--- config.mk ---
export PLATFORM = sky130hd
export DESIGN_NAME = tcam_lookup
export DESIGN_NICKNAME = d
export VERILOG_FILES = /design/src/rtl/tcam_pkg.sv /design/src/rtl/tcam_row.sv /design/src/rtl/tcam_prio.sv /design/src/rtl/tcam_lookup.sv
export SDC_FILE = /design/constraint.sdc
export NUM_CORES = 1
export LEC_CHECK = 0
export BUFFER_PORTS_ARGS = -buffer_cell sky130_fd_sc_hd__buf_2
export CORE_ASPECT_RATIO = 0.9
export CORE_MARGIN = 4
export CORE_UTILIZATION = 50
export CTS_BUF_LIST = sky130_fd_sc_hd__clkbuf_4
export CTS_CLUSTER_SIZE = 8
export DETAILED_ROUTE_END_ITERATION = 10
export MAX_ROUTING_LAYER = met4
export PLACE_DENSITY = 0.7
export SETUP_SLACK_MARGIN = 0.5
export SKIP_CTS_REPAIR_TIMING = 1
export SLEW_MARGIN = 20
export SYNTH_ARGS = -nofsm -noshare
export SYNTH_HDL_FRONTEND = slang
export SYNTH_SLANG_ARGS = --single-unit
--- constraint.sdc ---
create_clock -name clk -period 3.2 [get_ports clk]
set_input_delay 0.64 -clock clk [delete_from_list [all_inputs] [get_ports clk]]
set_output_delay 0.64 -clock clk [all_outputs]
set_load 0.02 [all_outputs]
--- src/rtl/tcam_pkg.sv ---
package tcam_pkg;

  typedef enum logic [1:0] {
    CELL_ANY  = 2'b00,
    CELL_ZERO = 2'b01,
    CELL_ONE  = 2'b10,
    CELL_BAD  = 2'b11
  } cell_e;

  // Does one stored code accept one key bit?
  function automatic logic cell_accepts(input logic [1:0] code, input logic kbit);
    logic ok;
    case (code)
      CELL_ANY:  ok = 1'b1;
      CELL_ZERO: ok = ~kbit;
      CELL_ONE:  ok = kbit;
      default:   ok = 1'b0;
    endcase
    return ok;
  endfunction

endpackage

--- src/rtl/tcam_row.sv ---
module tcam_row
  import tcam_pkg::*;
#(
  parameter int WIDTH = 8
) (
  input  logic               clk,
  input  logic               rst_n,
  input  logic               load,
  input  logic               load_valid,
  input  logic [2*WIDTH-1:0] load_cells,
  input  logic [WIDTH-1:0]   key,
  output logic               agree,
  output logic [2*WIDTH-1:0] cells_q,
  output logic               valid_q
);

  logic [2*WIDTH-1:0] cells_d;
  logic               valid_d;
  logic [WIDTH-1:0]   bit_ok;

  always_comb begin
    cells_d = cells_q;
    valid_d = valid_q;
    if (load) begin
      cells_d = load_cells;
      valid_d = load_valid;
    end
  end

  always_ff @(posedge clk or negedge rst_n) begin
    if (!rst_n) begin
      cells_q <= '0;
      valid_q <= 1'b0;
    end else begin
      cells_q <= cells_d;
      valid_q <= valid_d;
    end
  end

  for (genvar b = 0; b < WIDTH; b++) begin : g_bit
    assign bit_ok[b] = cell_accepts(cells_q[2*b+1:2*b], key[b]);
  end

  assign agree = valid_q & (&bit_ok);


  no_bad_code_chk: assert property (@(posedge clk) disable iff (!rst_n)
    load |=> (cells_q == $past(load_cells)));


  invalid_silent_chk: assert property (@(posedge clk) disable iff (!rst_n)
    (load && !load_valid) |=> !agree);

endmodule

--- src/rtl/tcam_prio.sv ---
module tcam_prio #(
  parameter int ENTRIES = 16,
  localparam int ADDR_W = (ENTRIES > 1) ? $clog2(ENTRIES) : 1
) (
  input  logic               clk,
  input  logic               rst_n,
  input  logic [ENTRIES-1:0] req,
  output logic               any,
  output logic [ADDR_W-1:0]  idx
);

  always_comb begin
    idx = '0;
    for (int i = ENTRIES - 1; i >= 0; i--) begin
      if (req[i]) idx = ADDR_W'(i);
    end
  end

  assign any = |req;


  win_is_member_chk: assert property (@(posedge clk) disable iff (!rst_n)
    any |-> req[idx]);


  win_is_lowest_chk: assert property (@(posedge clk) disable iff (!rst_n)
    any |-> ((req & ((ENTRIES'(1) << idx) - ENTRIES'(1))) == '0));

endmodule

--- src/rtl/tcam_lookup.sv ---
module tcam_lookup
  import tcam_pkg::*;
#(
  parameter int ENTRIES = 16,
  parameter int WIDTH   = 8,
  localparam int ADDR_W = (ENTRIES > 1) ? $clog2(ENTRIES) : 1,
  localparam int CELL_W = 2 * WIDTH
) (
  input  logic               clk,
  input  logic               rst_n,
  input  logic               wr_en,
  input  logic [ADDR_W-1:0]  wr_addr,
  input  logic [CELL_W-1:0]  wr_cells,
  input  logic               wr_valid,
  output logic               wr_err,
  input  logic               rd_en,
  input  logic [ADDR_W-1:0]  rd_addr,
  output logic [CELL_W-1:0]  rd_cells,
  output logic               rd_entry_valid,
  output logic               rd_valid,
  input  logic               srch_en,
  input  logic [WIDTH-1:0]   srch_key,
  output logic               res_valid,
  output logic               hit,
  output logic [ADDR_W-1:0]  match_addr,
  output logic [ENTRIES-1:0] match_vec
);

  logic [WIDTH-1:0]  bad_pos;
  logic              wr_bad;
  logic              wr_ok;
  logic [ENTRIES-1:0] row_load;
  logic [ENTRIES-1:0] row_agree;
  logic [CELL_W-1:0] row_cells [ENTRIES];
  logic [ENTRIES-1:0] row_valid;

  logic [WIDTH-1:0]  key_q, key_d;
  logic              srch_q, srch_d;
  logic [CELL_W-1:0] rd_cells_d;
  logic              rd_ev_d, rd_valid_d, wr_err_d;
  logic              pe_any;
  logic [ADDR_W-1:0] pe_idx;

  // forbidden-code screen on the incoming load
  for (genvar b = 0; b < WIDTH; b++) begin : g_screen
    assign bad_pos[b] = (wr_cells[2*b+1:2*b] == CELL_BAD);
  end
  assign wr_bad = |bad_pos;
  assign wr_ok  = wr_en & ~wr_bad;

  for (genvar e = 0; e < ENTRIES; e++) begin : g_row
    assign row_load[e] = wr_ok & (wr_addr == ADDR_W'(e));
    tcam_row #(.WIDTH(WIDTH)) u_row (
      .clk        (clk),
      .rst_n      (rst_n),
      .load       (row_load[e]),
      .load_valid (wr_valid),
      .load_cells (wr_cells),
      .key        (key_q),
      .agree      (row_agree[e]),
      .cells_q    (row_cells[e]),
      .valid_q    (row_valid[e])
    );
  end

  // next-state for key, fetch and status registers
  always_comb begin
    key_d      = key_q;
    srch_d     = srch_en;
    if (srch_en) key_d = srch_key;
    rd_valid_d = rd_en;
    rd_cells_d = rd_cells;
    rd_ev_d    = rd_entry_valid;
    if (rd_en) begin
      rd_cells_d = '0;
      rd_ev_d    = 1'b0;
      for (int e = 0; e < ENTRIES; e++) begin
        if (rd_addr == ADDR_W'(e)) begin
          rd_cells_d = row_cells[e];
          rd_ev_d    = row_valid[e];
        end
      end
    end
    wr_err_d = wr_en & wr_bad;
  end

  always_ff @(posedge clk or negedge rst_n) begin
    if (!rst_n) begin
      key_q          <= '0;
      srch_q         <= 1'b0;
      rd_cells       <= '0;
      rd_entry_valid <= 1'b0;
      rd_valid       <= 1'b0;
      wr_err         <= 1'b0;
    end else begin
      key_q          <= key_d;
      srch_q         <= srch_d;
      rd_cells       <= rd_cells_d;
      rd_entry_valid <= rd_ev_d;
      rd_valid       <= rd_valid_d;
      wr_err         <= wr_err_d;
    end
  end

  tcam_prio #(.ENTRIES(ENTRIES)) u_prio (
    .clk   (clk),
    .rst_n (rst_n),
    .req   (row_agree),
    .any   (pe_any),
    .idx   (pe_idx)
  );

  assign res_valid  = srch_q;
  assign hit        = srch_q & pe_any;
  assign match_addr = hit ? pe_idx : '0;
  assign match_vec  = srch_q ? row_agree : '0;


  res_follows_req_chk: assert property (@(posedge clk) disable iff (!rst_n)
    srch_en |=> res_valid);


  miss_zero_chk: assert property (@(posedge clk) disable iff (!rst_n)
    !hit |-> (match_addr == '0 && match_vec == '0));


  err_needs_load_chk: assert property (@(posedge clk) disable iff (!rst_n)
    wr_err |-> $past(wr_en));


  fetch_follows_req_chk: assert property (@(posedge clk) disable iff (!rst_n)
    rd_valid |-> $past(rd_en));

endmodule

==> run summary <==
cell area after synthesis = 16300 um^2
Clock Path Buffers = 3
Area contributors post-synth = dfrtp_1 46%, mux2_2 19%, mux2i_1 9.3%
DIE WIDTH = 198 um
Highest Clock Rate = 266 MHz
syn_nets = 1404
Power per Cell Area = 514 nW/um^2
Setup crit end kind = primary output
Tcrit/Tclk final = 117%
I/O pins = 79
Nets = 1580
# DRC = 0
Core Area = 32000 um^2
Synth Flop Type = dfrtp_1
height of the die = 179 um
H-tree levels = 3
clock sinks = 300
adder-cell share of the synthesized area = 0%
fin. max-slew vios = 0
clk root buf = clkbuf_4
CTS clk-pin slew, worst paths = 0.07 ns
slew at the pin with the worst max-slew slack = 0.762 ns
DRT antenna net count = 0
Clk Latency, worst-skew pair = 0.75 ns
Clock Skew = 0.0491 ns
Pre-Repair DR Iteration Count = 6
most numerous cell in the Yosys netlist = dfrtp_1
Finished Layout Cells = 2015
Reg area = 7510 um^2
Worst Slack Setup Final = -0.554 ns
nature of the critical path startpoint = flip-flop
compound-gate portion of the synthesized area = 7.88%
filler cell count = 2483
Setup CP Type = flip-flop to primary output
Vias per Instance = 6.41
Leakage = 9.63 nW
top cells by count, synth = 300 x dfrtp_1, 269 x mux2_2, 151 x mux2i_1
Final HPWL DP = 37.0 mm
Seq/Total Area, Yosys = 46.1%
post-synthesis mux area share = 33.3%
initial antenna violation count = 1
ys async rst share = 100%
routability-driven placement congestion ratio = 1.00
violated checks = setup timing
Post-synth EDFFs = 0
Initial Utilization = 50.8%
worst vdd ir = 0.000351 V
multi-input gate area in the final layout = 8870 um^2
Cells after Synth = 1366
routed via count = 12917
Ys Warns = 0
MaxCap Viol Count = 0
wire per inst = 26.7 um
flops & latches, synth = 300
num rows = 62
Port Buffer Count = 78
vias in the first global route = 12603
CTS tree = yes
Worst Hold Class = input pin to flip-flop
GRT Util Overall = 30.1%
Initial DRC Count = 1505
Crit Path Max Fanout = 3
largest family of logic cells by synthesized area = multiplexers
Mapped Avg Cell Area = 11.9 um^2
Distinct cells, synth = 59
Hold Fails Final Rpt = 0
cell taking the most area after synthesis = dfrtp_1
Slew headroom = 49.2%
Syn-to-layout area delta = 21.4%
share of the synthesized area in the top cell type = 46.1%
final wirelength = 53.9 mm
RSZ-0062 raised after global routing = yes
setup TNS = -3.89 ns
simple-gate share of the synthesized area = 9.12%
first-pass GRT wire length = 78.5 mm
outcome = finished, violations left
DIE AREA = 35500 um^2
Final setup violation count = 17
GRT overflow = 0
Num CTS Buffers = 80
dpl cells = 1842
CP Data Arrival Time = 3.11 ns
share of layout cells above drive strength 1 = 48.1%
Required @ worst endpoint = 2.56 ns
xor and xnor area share after synthesis = 0%
pin count of the biggest net entering global routing = 88
minimum clock period after layout = 3.75 ns
==> path summary, 6_finish.rpt <==
kind / cells after the start / startpoint / to / slack, ns
setup / recovery: 8 / key_q[1]$_DFFE_PN0P_ / match_addr[0] / -0.55
hold / removal: 2 / srch_key[7] / key_q[7]$_DFFE_PN0P_ / 0.16
setup reg to reg: 7 / g_row[3].u_row.cells_q[14]$_DFFE_PN0P_ / rd_cells[14]$_DFFE_PN0P_ / 0.96
hold reg to reg: 2 / rd_cells[6]$_DFFE_PN0P_ / rd_cells[6]$_DFFE_PN0P_ / 0.49
max in group asynchronous: 3 / rst_n / rd_cells[0]$_DFFE_PN0P_ / 1.79
min in group asynchronous: 2 / rst_n / g_row[5].u_row.cells_q[8]$_DFFE_PN0P_ / 0.45
==> cell families after synthesis <==
kind of cell	count (synthesis)
AOI/OAI and AO/OA	205
DFF	300
and+or+nand+nor	279
muxes	467
buffers and inverters	115
==> placed cells by master (no fill, tap or decap), drive strengths merged, types with 3 or more instances in the layout <==
cell type,synthesis,routed
o21ai,52,52
a221oi,3,3
o21a,13,13
clkinv,0,13
nor2,69,69
nor2b,24,24
or2,6,6
a211oi,4,4
mux2i,151,151
nand4,9,9
nand2,77,77
and2,18,18
a31o,7,7
buf,55,192
inv,12,14
nand3,25,25
o32ai,6,6
o211ai,3,3
dfrtp,300,300
nand2b,8,8
o21bai,7,7
nor3,13,13
clkbuf,48,125
o31ai,3,3
a21oi,56,56
nor4,22,22
a22oi,5,5
mux4,25,25
o22ai,27,27
mux2,291,291
==> critical path: stages (launching register included) <==
cell and delay (ns):
dfrtp_2 0.41, mux2i_1 0.42, nand3_2 0.16, nor4_4 0.41, a21oi_1 0.11, a211oi_2 0.33, o21ai_2 0.13, a31oi_4 0.24
buf_4 0.18
==> state kept, by name, indices dropped and copies added, names as in the netlist <==
name                 count
g_row.u_row.cells_q    256
g_row.u_row.valid_q     16
key_q                    8
rd_cells                16
rd_entry_valid           1
rd_valid                 1
res_valid                1
wr_err                   1
==> report_power, final <==
group / internal (mW) / total (mW) / switching, mW / leakage [nW]
Clock: 1.88 / 3.51 / 1.64 / 0.616
Sequential: 4.12 / 4.45 / 0.324 / 4.05
Combinational: 1.01 / 2.19 / 1.18 / 4.96
==> layer usage <==
metal | vias up | global-route usage [%] | part of all wire (%)
li1 | 5423 | - | -
met2 | 786 | 41.8 | 43
met5 | - | - | 0
met4 | 0 | 7.77 | 2.8
met1 | 6592 | 42.8 | 43
met3 | 116 | 9.86 | 12
==> final cells by class <==
class                      instances  area share (%)
antenna                            1          0.0127
clock buffer                     121            4.60
clock inverter                    17           0.614
inverter                          12           0.228
multi-input combinational        951            44.9
sequential                       300            38.0
tap                              416            2.63
timing repair buffer             197            8.97
==> stage by stage <==
step	hold WS (ns)	util [%]	cell area, um^2	setup WS, ns	total power [mW]
after detailed placement	0.473	54.8	17600	0.0300	6.24
final	0.159	61.7	19800	-0.554	10.1
after global placement	0.470	54.8	17600	0.00279	6.20
after floorplan	0.344	-	16300	0.474	5.48
after global routing	0.113	61.7	19800	-0.651	10.5
after CTS	-0.172	58.0	18600	-0.806	9.75
No activity file was read; power rests on OpenSTA's default activity.
